--- config.mk ---
export PLATFORM = sky130hd
export DESIGN_NAME = pglatch_eeprom_ctrl
export DESIGN_NICKNAME = d
export VERILOG_FILES = /design/src/rtl/pgl_pkg.sv /design/src/rtl/pgl_addr_ctr.sv /design/src/rtl/pgl_latch_bank.sv /design/src/rtl/pgl_cycle_seq.sv /design/src/rtl/pgl_store.sv /design/src/rtl/pglatch_eeprom_ctrl.sv
export SDC_FILE = /design/constraint.sdc
export NUM_CORES = 2
export LEC_CHECK = 0
export BUFFER_PORTS_ARGS = -buffer_cell sky130_fd_sc_hd__buf_4
export CAP_MARGIN = 20
export CELL_PAD_IN_SITES_DETAIL_PLACEMENT = 0
export CELL_PAD_IN_SITES_GLOBAL_PLACEMENT = 1
export CORE_ASPECT_RATIO = 1.75
export CORE_MARGIN = 2
export CORE_UTILIZATION = 40
export DETAILED_ROUTE_END_ITERATION = 10
export PLACE_DENSITY_LB_ADDON = 0.08
export SYNTH_ARGS = -nofsm -noshare
export SYNTH_HDL_FRONTEND = slang
export SYNTH_SLANG_ARGS = --single-unit
--- constraint.sdc ---
create_clock -name clk -period 4 [get_ports clk]
set_input_delay 0.4 -clock clk [delete_from_list [all_inputs] [get_ports clk]]
set_output_delay 0.4 -clock clk [all_outputs]
set_load 0.01 [all_outputs]
--- src/rtl/pgl_pkg.sv ---
// Shared definitions for the page-latch EEPROM controller.
// Assumes a 2-bit register select on the CPU bus.
package pgl_pkg;
    typedef enum logic [1:0] {
        SEL_ADDR = 2'd0,
        SEL_DATA = 2'd1,
        SEL_CTRL = 2'd2,
        SEL_NONE = 2'd3
    } reg_sel_e;

    typedef enum logic {
        CYC_ERASE = 1'b0,
        CYC_WRITE = 1'b1
    } cyc_kind_e;

    localparam int CTL_ERASE_BIT = 0;
    localparam int CTL_WRITE_BIT = 1;
    localparam int CTL_INC_BIT   = 2;
    localparam int CTL_BUSY_BIT  = 3;
endpackage

--- src/rtl/pgl_addr_ctr.sv ---
// Address pointer: loadable counter with a full step and a saturating
// sub-pointer step on its low SW bits. Priority: load, full step, sub step.
// Assumes AW > SW.
module pgl_addr_ctr #(
    parameter int AW = 7,
    parameter int SW = 2
) (
    input  logic          clk,
    input  logic          rst_n,
    input  logic          load,
    input  logic [AW-1:0] load_val,
    input  logic          step_full,
    input  logic          step_sub,
    output logic [AW-1:0] addr
);
    localparam logic [SW-1:0] SUB_LAST = '1;

    logic [AW-1:0] addr_q;

    // Update the pointer according to the step priority.
    always_ff @(posedge clk) begin
        if (!rst_n) begin
            addr_q <= '0;
        end else if (load) begin
            addr_q <= load_val;
        end else if (step_full) begin
            addr_q <= addr_q + 1'b1;
        end else if (step_sub && addr_q[SW-1:0] != SUB_LAST) begin
            addr_q <= {addr_q[AW-1:SW], addr_q[SW-1:0] + 1'b1};
        end
    end

    assign addr = addr_q;

    p_read_step_r3: assert property (@(posedge clk) disable iff (!rst_n)
        (step_full && !load) |=> addr_q == AW'($past(addr_q) + 1'b1));

    p_sub_saturate_r4: assert property (@(posedge clk) disable iff (!rst_n)
        (step_sub && !step_full && !load && addr_q[SW-1:0] == SUB_LAST) |=> $stable(addr_q));

    p_sub_keeps_page_r4: assert property (@(posedge clk) disable iff (!rst_n)
        (step_sub && !step_full && !load) |=> addr_q[AW-1:SW] == $past(addr_q[AW-1:SW]));

    p_hold_idle_r8: assert property (@(posedge clk) disable iff (!rst_n)
        (!step_sub && !step_full && !load) |=> $stable(addr_q));
endmodule

--- src/rtl/pgl_latch_bank.sv ---
// Page latches: NLAT set-only byte latches. A write ORs data into the
// selected latch; a clear empties all of them and wins over a write.
module pgl_latch_bank #(
    parameter int NLAT = 4,
    parameter int DW   = 8,
    localparam int SW  = $clog2(NLAT)
) (
    input  logic                      clk,
    input  logic                      rst_n,
    input  logic                      wr,
    input  logic [SW-1:0]             sel,
    input  logic [DW-1:0]             wdata,
    input  logic                      clr,
    output logic [NLAT-1:0][DW-1:0]   lat
);
    logic [NLAT-1:0][DW-1:0] lat_q;

    for (genvar g = 0; g < NLAT; g++) begin : g_lat
        // Set bits of latch g, or empty it at the end of a cycle.
        always_ff @(posedge clk) begin
            if (!rst_n || clr) begin
                lat_q[g] <= '0;
            end else if (wr && sel == SW'(g)) begin
                lat_q[g] <= lat_q[g] | wdata;
            end
        end
    end

    assign lat = lat_q;

    p_set_only_r5: assert property (@(posedge clk) disable iff (!rst_n)
        (wr && !clr) |=> (lat_q[$past(sel)] & $past(wdata)) == $past(wdata));

    p_clear_at_end_r10: assert property (@(posedge clk) disable iff (!rst_n)
        clr |=> lat_q == '0);
endmodule

--- src/rtl/pgl_cycle_seq.sv ---
// Cycle sequencer: accepts an erase or write start when idle, captures the
// target page, holds busy for CYCLE_CLKS clocks and pulses done in the last.
module pgl_cycle_seq #(
    parameter int CYCLE_CLKS = 20,
    parameter int PW         = 5,
    localparam int CW        = $clog2(CYCLE_CLKS + 1)
) (
    input  logic                  clk,
    input  logic                  rst_n,
    input  logic                  start_erase,
    input  logic                  start_write,
    input  logic [PW-1:0]         page_in,
    output logic                  busy,
    output logic                  done,
    output pgl_pkg::cyc_kind_e    kind,
    output logic [PW-1:0]         page
);
    import pgl_pkg::*;

    localparam logic [CW-1:0] LAST = CW'(CYCLE_CLKS - 1);

    logic               busy_q;
    logic [CW-1:0]      cnt_q;
    cyc_kind_e          kind_q;
    logic [PW-1:0]      page_q;
    logic               start;

    assign start = start_erase || start_write;
    assign done  = busy_q && cnt_q == '0;

    // Run the cycle timer and capture the request at start.
    always_ff @(posedge clk) begin
        if (!rst_n) begin
            busy_q <= 1'b0;
            cnt_q  <= '0;
            kind_q <= CYC_ERASE;
            page_q <= '0;
        end else if (done) begin
            busy_q <= 1'b0;
        end else if (busy_q) begin
            cnt_q <= cnt_q - 1'b1;
        end else if (start) begin
            busy_q <= 1'b1;
            cnt_q  <= LAST;
            kind_q <= start_erase ? CYC_ERASE : CYC_WRITE;
            page_q <= page_in;
        end
    end

    assign busy = busy_q;
    assign kind = kind_q;
    assign page = page_q;

    p_start_ignored_r7: assert property (@(posedge clk) disable iff (!rst_n)
        (busy_q && start && !done) |=> busy_q && $stable(kind_q) && $stable(page_q));

    p_done_ends_r6: assert property (@(posedge clk) disable iff (!rst_n)
        done |=> !busy_q);
endmodule

--- src/rtl/pgl_store.sv ---
// Behavioural array of PAGES x NLAT bytes. On commit, the captured page is
// cleared (erase) or ORed with the latches (write). Assumes power-of-two sizes.
module pgl_store #(
    parameter int PAGES = 32,
    parameter int NLAT  = 4,
    parameter int DW    = 8,
    localparam int SW   = $clog2(NLAT),
    localparam int PW   = $clog2(PAGES),
    localparam int AW   = PW + SW,
    localparam int DEPTH = PAGES * NLAT
) (
    input  logic                     clk,
    input  logic                     rst_n,
    input  logic [AW-1:0]            rd_addr,
    output logic [DW-1:0]            rdata,
    input  logic                     commit,
    input  pgl_pkg::cyc_kind_e       kind,
    input  logic [PW-1:0]            page,
    input  logic [NLAT-1:0][DW-1:0]  lat
);
    import pgl_pkg::*;

    logic [DW-1:0] mem_q [DEPTH];

    for (genvar g = 0; g < DEPTH; g++) begin : g_byte
        // Apply a committed cycle to byte g when its page is the target.
        always_ff @(posedge clk) begin
            if (!rst_n) begin
                mem_q[g] <= '0;
            end else if (commit && page == PW'(g / NLAT)) begin
                mem_q[g] <= (kind == CYC_ERASE) ? '0 : (mem_q[g] | lat[g % NLAT]);
            end
        end
    end

    assign rdata = mem_q[rd_addr];

    p_erase_clears_r8: assert property (@(posedge clk) disable iff (!rst_n)
        (commit && kind == CYC_ERASE) |=> mem_q[{$past(page), {SW{1'b0}}}] == '0);
endmodule

--- src/rtl/pglatch_eeprom_ctrl.sv ---
// Top: decodes the register bus, keeps increment mode, steers pointer
// stepping and ties latches, sequencer and array together.
// Assumes one access per cycle (read and write strobes not both set).
module pglatch_eeprom_ctrl #(
    parameter int PAGES      = 32,
    parameter int PAGE_BYTES = 4,
    parameter int DW         = 8,
    parameter int CYCLE_CLKS = 20
) (
    input  logic          clk,
    input  logic          rst_n,
    input  logic          bus_sel,
    input  logic          bus_wr,
    input  logic          bus_rd,
    input  logic [1:0]    bus_reg,
    input  logic [DW-1:0] bus_wdata,
    output logic [DW-1:0] bus_rdata,
    output logic          cycle_busy
);
    import pgl_pkg::*;

    localparam int NLAT = PAGE_BYTES;
    localparam int SW   = $clog2(PAGE_BYTES);
    localparam int PW   = $clog2(PAGES);
    localparam int AW   = PW + SW;

    logic                    wr_addr, wr_data, wr_ctrl, rd_data;
    logic                    inc_q;
    logic [AW-1:0]           addr;
    logic                    busy, done;
    cyc_kind_e               kind;
    logic [PW-1:0]           cyc_page;
    logic [NLAT-1:0][DW-1:0] lat;
    logic [DW-1:0]           store_rd;
    logic                    start_erase, start_write;

    // Decode bus strobes per register.
    always_comb begin
        wr_addr = bus_sel && bus_wr && reg_sel_e'(bus_reg) == SEL_ADDR;
        wr_data = bus_sel && bus_wr && reg_sel_e'(bus_reg) == SEL_DATA;
        wr_ctrl = bus_sel && bus_wr && reg_sel_e'(bus_reg) == SEL_CTRL;
        rd_data = bus_sel && bus_rd && reg_sel_e'(bus_reg) == SEL_DATA;
    end

    assign start_erase = wr_ctrl && bus_wdata[CTL_ERASE_BIT];
    assign start_write = wr_ctrl && bus_wdata[CTL_WRITE_BIT] && !bus_wdata[CTL_ERASE_BIT];

    // Hold increment mode from every control-register write.
    always_ff @(posedge clk) begin
        if (!rst_n) begin
            inc_q <= 1'b0;
        end else if (wr_ctrl) begin
            inc_q <= bus_wdata[CTL_INC_BIT];
        end
    end

    pgl_addr_ctr #(.AW(AW), .SW(SW)) u_addr (
        .clk       (clk),
        .rst_n     (rst_n),
        .load      (wr_addr),
        .load_val  (bus_wdata[AW-1:0]),
        .step_full (rd_data || (done && kind == CYC_WRITE)),
        .step_sub  (wr_data && inc_q),
        .addr      (addr)
    );

    pgl_latch_bank #(.NLAT(NLAT), .DW(DW)) u_lat (
        .clk   (clk),
        .rst_n (rst_n),
        .wr    (wr_data),
        .sel   (addr[SW-1:0]),
        .wdata (bus_wdata),
        .clr   (done),
        .lat   (lat)
    );

    pgl_cycle_seq #(.CYCLE_CLKS(CYCLE_CLKS), .PW(PW)) u_seq (
        .clk         (clk),
        .rst_n       (rst_n),
        .start_erase (start_erase),
        .start_write (start_write),
        .page_in     (addr[AW-1:SW]),
        .busy        (busy),
        .done        (done),
        .kind        (kind),
        .page        (cyc_page)
    );

    pgl_store #(.PAGES(PAGES), .NLAT(NLAT), .DW(DW)) u_store (
        .clk     (clk),
        .rst_n   (rst_n),
        .rd_addr (addr),
        .rdata   (store_rd),
        .commit  (done),
        .kind    (kind),
        .page    (cyc_page),
        .lat     (lat)
    );

    // Return the selected register's value.
    always_comb begin
        bus_rdata = '0;
        if (bus_sel) begin
            unique case (reg_sel_e'(bus_reg))
                SEL_ADDR: bus_rdata = DW'(addr);
                SEL_DATA: bus_rdata = store_rd;
                SEL_CTRL: begin
                    bus_rdata[CTL_INC_BIT]  = inc_q;
                    bus_rdata[CTL_BUSY_BIT] = busy;
                end
                default:  bus_rdata = '0;
            endcase
        end
    end

    assign cycle_busy = busy;

    p_erase_keeps_ptr_r8: assert property (@(posedge clk) disable iff (!rst_n)
        (done && kind == CYC_ERASE && !wr_addr && !rd_data && !wr_data) |=> $stable(addr));
endmodule

### Yosys cells after proc, flatten, opt, wreduce, memory -nomap -nowiden

Memory sizes are Yosys's and may differ from the RTL's.
Cells that the tools add are included.

* word-level logic and storage cells: 744
* output and inout port bits: 9
* bits in writable memories: 1024
* input port bits: 15
* memories kept: 1
* flip-flop bits (word level): 52

* equal/unequal tests: 37
* reduce and logical (&&, ||, !) cells: 64
* $add $sub $neg: 3
* muxes and demuxes: 365
* bitwise logic cells: 263

Memory list
* u_store.mem_q: words 128, width 8, rd ports 129, clocked after memory_dff 0, wr ports 128, RTL line pgl_store.sv:23 `logic [DW-1:0] mem_q [DEPTH];`

Operator list (number)
* two-way mux 8 bit: 257
* OR 8 bit: 132
* OR 1 bit: 128
* two-way mux 1 bit: 100
* == test 5 bit (second input constant): 16
* logical AND 1 bit: 49
* == test 5 x 4 -> 1 bit (second input constant): 8
* == test 5 x 3 -> 1 bit (second input constant): 4
* two-way mux 7 bit: 2
* == test 5 x 2 -> 1 bit (second input constant): 2
* zero test 5 bit: 2
* two-way mux 5 bit: 2
* case mux 4 bit (2 select lines): 1
* adder 7 x 1 -> 7 bit (second input constant): 1
* == test 2 bit (second input constant): 3
* case mux 2 bit (3 select lines): 1
* == test 5 x 1 -> 1 bit (second input constant): 1
* subtractor 5 x 1 -> 5 bit (second input constant): 1
* == test 2 x 1 -> 1 bit (second input constant): 2
* zero test 2 bit: 2
* case mux 2 bit (2 select lines): 1
* nonzero test 2 bit: 2
* logical OR 1 bit: 3
* inverter 1 bit: 3
* other kinds (8): 9

### Longest topological paths before layout

* word-level depth: 7
* gate-level depth with buffers: 12
* mapped depth without buffers: 8

### Modules after synthesis

Synthesis repeated with hierarchy kept, for this count alone.

* cell total of the unflattened synthesis: 3640
* area total of the unflattened synthesis: 50015.5 um^2

By module, submodules not included
* pgl_store: seq. area each 30749.5 um^2, area an instance 47737.0 um^2, cells an instance 3422, times used 1
* pgl_latch_bank: seq. area each 640.6 um^2, area an instance 1141.1 um^2, cells an instance 83, times used 1
* pgl_cycle_seq: seq. area each 240.2 um^2, area an instance 519.2 um^2, cells an instance 56, times used 1
* pgl_addr_ctr: seq. area each 140.1 um^2, area an instance 367.9 um^2, cells an instance 43, times used 1
* pglatch_eeprom_ctrl: seq. area each 20.0 um^2, area an instance 250.2 um^2, cells an instance 36, times used 1

### Worst setup path after synthesis

No wires, ideal clock.

* path kind: register to register
* start: register u_seq.cnt_q[0]
* end: memory u_store.mem_q[28][0] (enable)
* path slack: -0.117 ns
* buffers on the path: 1
* data required time: 3.534 ns
* library setup time: 0.466 ns
* cell stages (with the launch flop): 8
* clock period less this slack: 4.117 ns
* data arrival time: 3.651 ns
* cell sequence: dfxtp_1 inv_1 ha_1 nor4b_4 nand2_1 or2_1 clkbuf_1 o21ai_0

RTL lines
* start: declaration: RTL line pgl_cycle_seq.sv:23 `logic [CW-1:0] cnt_q;`
* start signal: assignment: RTL line pgl_cycle_seq.sv:41 `cnt_q <= cnt_q - 1'b1;`
* end: declaration: RTL line pgl_store.sv:23

### Worst setup path in the final report

* start: register u_addr.addr_q[0], in the netlist u_addr.addr[0]
* end: output port bus_rdata[6]

* word-level cells in the longest chain between the ends: 3

Ends and longest elaborated chain
* start: declaration: RTL line pgl_addr_ctr.sv:18 `logic [AW-1:0] addr_q;`
* start signal: assignment: RTL line pgl_addr_ctr.sv:25 `addr_q <= load_val;`
* start signal: assignment: RTL line pgl_addr_ctr.sv:27 `addr_q <= addr_q + 1'b1;`
* start signal: assignment: RTL line pgl_addr_ctr.sv:29 `addr_q <= {addr_q[AW-1:SW], addr_q[SW-1:0] + 1'b1};`
* memory read (128 x 8 bit)
* case mux 4 bit (2 select lines): RTL line pglatch_eeprom_ctrl.sv:104 `unique case (reg_sel_e'(bus_reg))`
* two-way mux 8 bit: RTL line pglatch_eeprom_ctrl.sv:103 `if (bus_sel) begin`
* end: declaration: RTL line pglatch_eeprom_ctrl.sv:17 `output logic [DW-1:0] bus_rdata,`

Every way passes these cells.

==> run_results.csv <==
group,metric,value,unit
logic_synthesis,synth_edf_count,1024,
logic_synthesis,synth_compound_area_share,6.132,%
drt,via_per_inst,5.687,
critical_path,crit_required,3600,ps
timing,relSlewSlack,21.06,%
logic_synthesis,synth_flop_cell,"edfxtp_1",
floorplanning,top_level_ports,24,
logic_synthesis,synthXorXnorAreaFrac,0.1552,%
timing,finalHoldViolCount,0,
critical_path,crit_path_start_kind,"flop",
pwr,internal_power,0.01919,W
pwr,power_leakage,19.83,nW
logic_synthesis,netlist_area,0.05079,mm^2
finish,num-nets-final,4306,
drt,first_pass_iters,7,
clock_tree,htreeDepth,3,
timing,fmax,251.6,MHz
critical_path,criticalPathCategory,"reg2out",
logic_synthesis,synth_cell_types,59,
pwr,clockPowerShare,41.2,%
grt,first_global_vias,34530,
grt,grt_pass1_wl,252.5,mm
clock_tree,cts.reportedPaths.clkPinSlew,70,ps
floorplanning,dieArea,0.1300,mm^2
logic_synthesis,seq_area_frac_synth,62.59,%
worst_hold_path,holdPathStages,4,
pwr,switching_power,0.005768,W
critical_path,worstPathArrival,3570,ps
job,max-cap-violations,0,
place,place_ws,128.7,ps
logic_synthesis,syn_avg_cell_area,11.94,um^2
logic_synthesis,async_flop_share,0,%
critical_path,worstSetupStartpoint,"u_addr.addr[0]",
critical_path,crit_end,"bus_rdata[6]",
clock_tree,clkLatencyLatePin,730,ps
drt,vias,34300,
logic_synthesis,yosys.area_share.adder,0.1478,%
pwr,pwr-share-comb,7.0,%
timing,worst_pin_slew,1184,ps
logic_synthesis,synth_fp_nets,4275,
clock_tree,cts_sinks,1076,
critical_path,r2r-start,"u_seq.busy",
drt,ant_nets,0,
drt,wl_per_cell,29.02,um
floorplanning,die_h,475.4,um
grt,grt_usage,27.06,%
timing,finalCritPeriodShare,99.37,%
timing,min_period,3975,ps
pwr,seqPwrFrac,51.7,%
floorplanning,die_w,273.4,um
logic_synthesis,syn_inst,4254,
logic_synthesis,synth_top_area_share,60.54,%
critical_path,crit_path_end_kind,"primary output",
worst_hold_path,hold_path_class,"in2reg",
timing,final_max_slew_viol_count,0,
floorplanning,core_region_area,0.1264,mm^2
logic_synthesis,synth_largest_area_cell,"edfxtp_1",
clock_tree,ctsLongestPathBuffers,3,
finish,syn_to_final_growth,15.04,%
drt,drc,0,
critical_path,cp_max_fo,7,
logic_synthesis,synth_commonest_cells,"nor2_1 (1747), edfxtp_1 (1024), clkbuf_1 (267), mux2i_1 (213), o21a_1 (194)",
clock_tree,cts_buffers,106,
place,port_buffers,23,
logic_synthesis,yosys_warnings,0,
pwr,p_per_area,427.1,mW/mm^2
place,hpwlAfterDp,104.7,mm
grt,antenna_found_initial,6,
finish,drive_above_1_share,17.61,%
logic_synthesis,yosysMostFrequentCell,"nor2_1",
drt,totalWireLength,175.0,mm
floorplanning,start_util,40.18,%
timing,layout_setup_ws,25.09,ps
drt,initialDrtViolationCount,3440,
grt,grt_max_degree,38,
timing,setup_viol,0,
logic_synthesis,synthSimpleGateAreaFrac,14.94,%
timing,rsz0062_at_grt,"true",
logic_synthesis,ys_seq_elements,1076,
logic_synthesis,synth_mux_area_share,12.52,%
critical_path,reg2regPathDepth,5,
grt,grt-ovfl-total,0,
place,gp_congestion,0.8397,
pwr,power,0.02496,W
timing,fin_worst_skew,18.26,ps
logic_synthesis,synth.area.top_cells,"edfxtp_1 (61%), nor2_1 (13%), mux4_2 (8.2%), mux2i_1 (4.2%), o21a_1 (2.9%)",
status,status,"finished, final reports clean",
pwr,p_sw_share,23.11,%
critical_path,r2r_setup_slack,890,ps
pwr,irDropWorstVdd,0.0003827,V
clock_tree,cts_tree,"built",
critical_path,regToRegEndpoint,"u_store.mem_q[29][5]",
floorplanning,fp-row-count,173,
clock_tree,cts-root-buf,"clkbuf_16",
logic_synthesis,synth_top_family_by_area,"simple AND/OR/NAND/NOR gates",
-- what timing repair did --
item | CTS | global route
hold buffers | 9 | 0
hold endpoints to repair | 39 | 0
cloned | 9 | 1
setup endpoints to repair | 8 | 7
gates resized for setup | 108 | 25
buffers inserted | 32 | 7
pin swaps | 16 | 14
-- cells by family after synthesis --
family,after synthesis
mux,403
xor+xnor,9
flops,1076
buf+inv,370
fa+ha+maj,6
compound gates,454
simple gates,1936
-- worst min path at each step --
| stage | from | end | slack (ps) |
|---|---|---|---|
| after global routing | bus_rd | u_addr.addr[1] | 200 |
| after CTS | bus_rd | u_addr.addr[1] | 110 |
| after detailed placement | u_seq.cnt_q[0] | u_seq.cnt_q[0] | 510 |
| after global placement | u_seq.cnt_q[1] | u_seq.cnt_q[1] | 510 |
| after floorplan | u_seq.cnt_q[0] | u_seq.cnt_q[0] | 460 |
| final | bus_reg[1] | inc_q | 200 |
-- power by group through the flow --
stage	clock (W)	combinational (W)	sequential, W
after floorplan	0	0.000992	0.0131
after detailed placement	0	0.00155	0.0132
after global routing	0.0109	0.00186	0.0129
after global placement	0	0.00155	0.0131
after CTS	0.0105	0.00175	0.0129
final	0.0103	0.00176	0.0129
-- layout by cell type, fill, tap and decap left out, drive strengths merged, types with 3 or more instances in the layout --
| cell | count |
|---|---|
| o22ai | 18 |
| nor4 | 6 |
| or2 | 3 |
| buf | 275 |
| a311oi | 4 |
| o211ai | 4 |
| o21a | 194 |
| nand4 | 5 |
| mux2i | 213 |
| and2 | 11 |
| clkinv | 38 |
| a22o | 3 |
| nand2b | 6 |
| bufinv | 11 |
| nor4b | 4 |
| nor2 | 1749 |
| o21ai | 55 |
| dfxtp | 52 |
| nor3 | 7 |
| edfxtp | 1024 |
| nor2b | 15 |
| a221oi | 9 |
| ha | 6 |
| mux2 | 5 |
| xor2 | 4 |
| xnor2 | 5 |
| nand3 | 53 |
| clkbuf | 141 |
| nand2 | 55 |
| dlygate4sd3 | 9 |
| or3 | 8 |
| a21oi | 77 |
| a32o | 6 |
| a211oi | 20 |
| a22oi | 50 |
| inv | 7 |
| and3 | 11 |
| a31oi | 6 |
| mux4 | 185 |
-- sequential cells by signal, indices dropped and copies added (netlist names) --
signal and flops:
u_store.mem_q 1024, u_lat.lat 32, u_addr.addr 7, u_seq.cnt_q 5, u_seq.page 5, inc_q 1
u_seq.busy 1, u_seq.kind 1
-- final cells by class --
class,count,area (um^2)
diodes,1,2.502
repair buffers,287,2998
well taps,1662,2079
fillers,11810,67980
flip-flops and latches,1076,31870
multi-input cells,2808,18020
clock inverters,51,509.2
inverters,6,22.52
clock buffers,140,2927
-- metal layers --
layer  part of all wire, %  track usage [%]  vias up  wire length [um]
li1                      -                -    15190                 -
met1                    41            34.91    17910             70990
met2                    51            47.28      974             89790
met3                   4.8            2.632      219              8483
met4                   3.3            9.697        0              5780
met5                     0                0        -                 0
-- stage by stage --
step | cell area, um^2 | std cells | hold slack (ps) | TNS (ps) | util (%)
detailed placement | 53560 | 5781 | 514.1 | 0 | 42.37
floorplan | 50790 | 4254 | 459.9 | -40080 | -
finish | 58430 | 6031 | 195.0 | 0 | 46.22
CTS | 58240 | 6022 | 113.6 | -108.3 | 46.07
global placement | 53470 | 5778 | 505.1 | 0 | 42.30
global route | 58430 | 6031 | 195.1 | -59.99 | 46.22
-- worst max-delay path, stage by stage, from the launching register on --
cell	delay (ps)
dfxtp_4	370
buf_8	140
buf_16	190
buf_12	140
clkbuf_16	150
mux4_2	510
mux2i_1	350
nor2_1	140
o22ai_4	230
a21oi_2	110
buf_4	170
o41a_1	160
buf_4	180
Power figures use the tool's default switching activity.
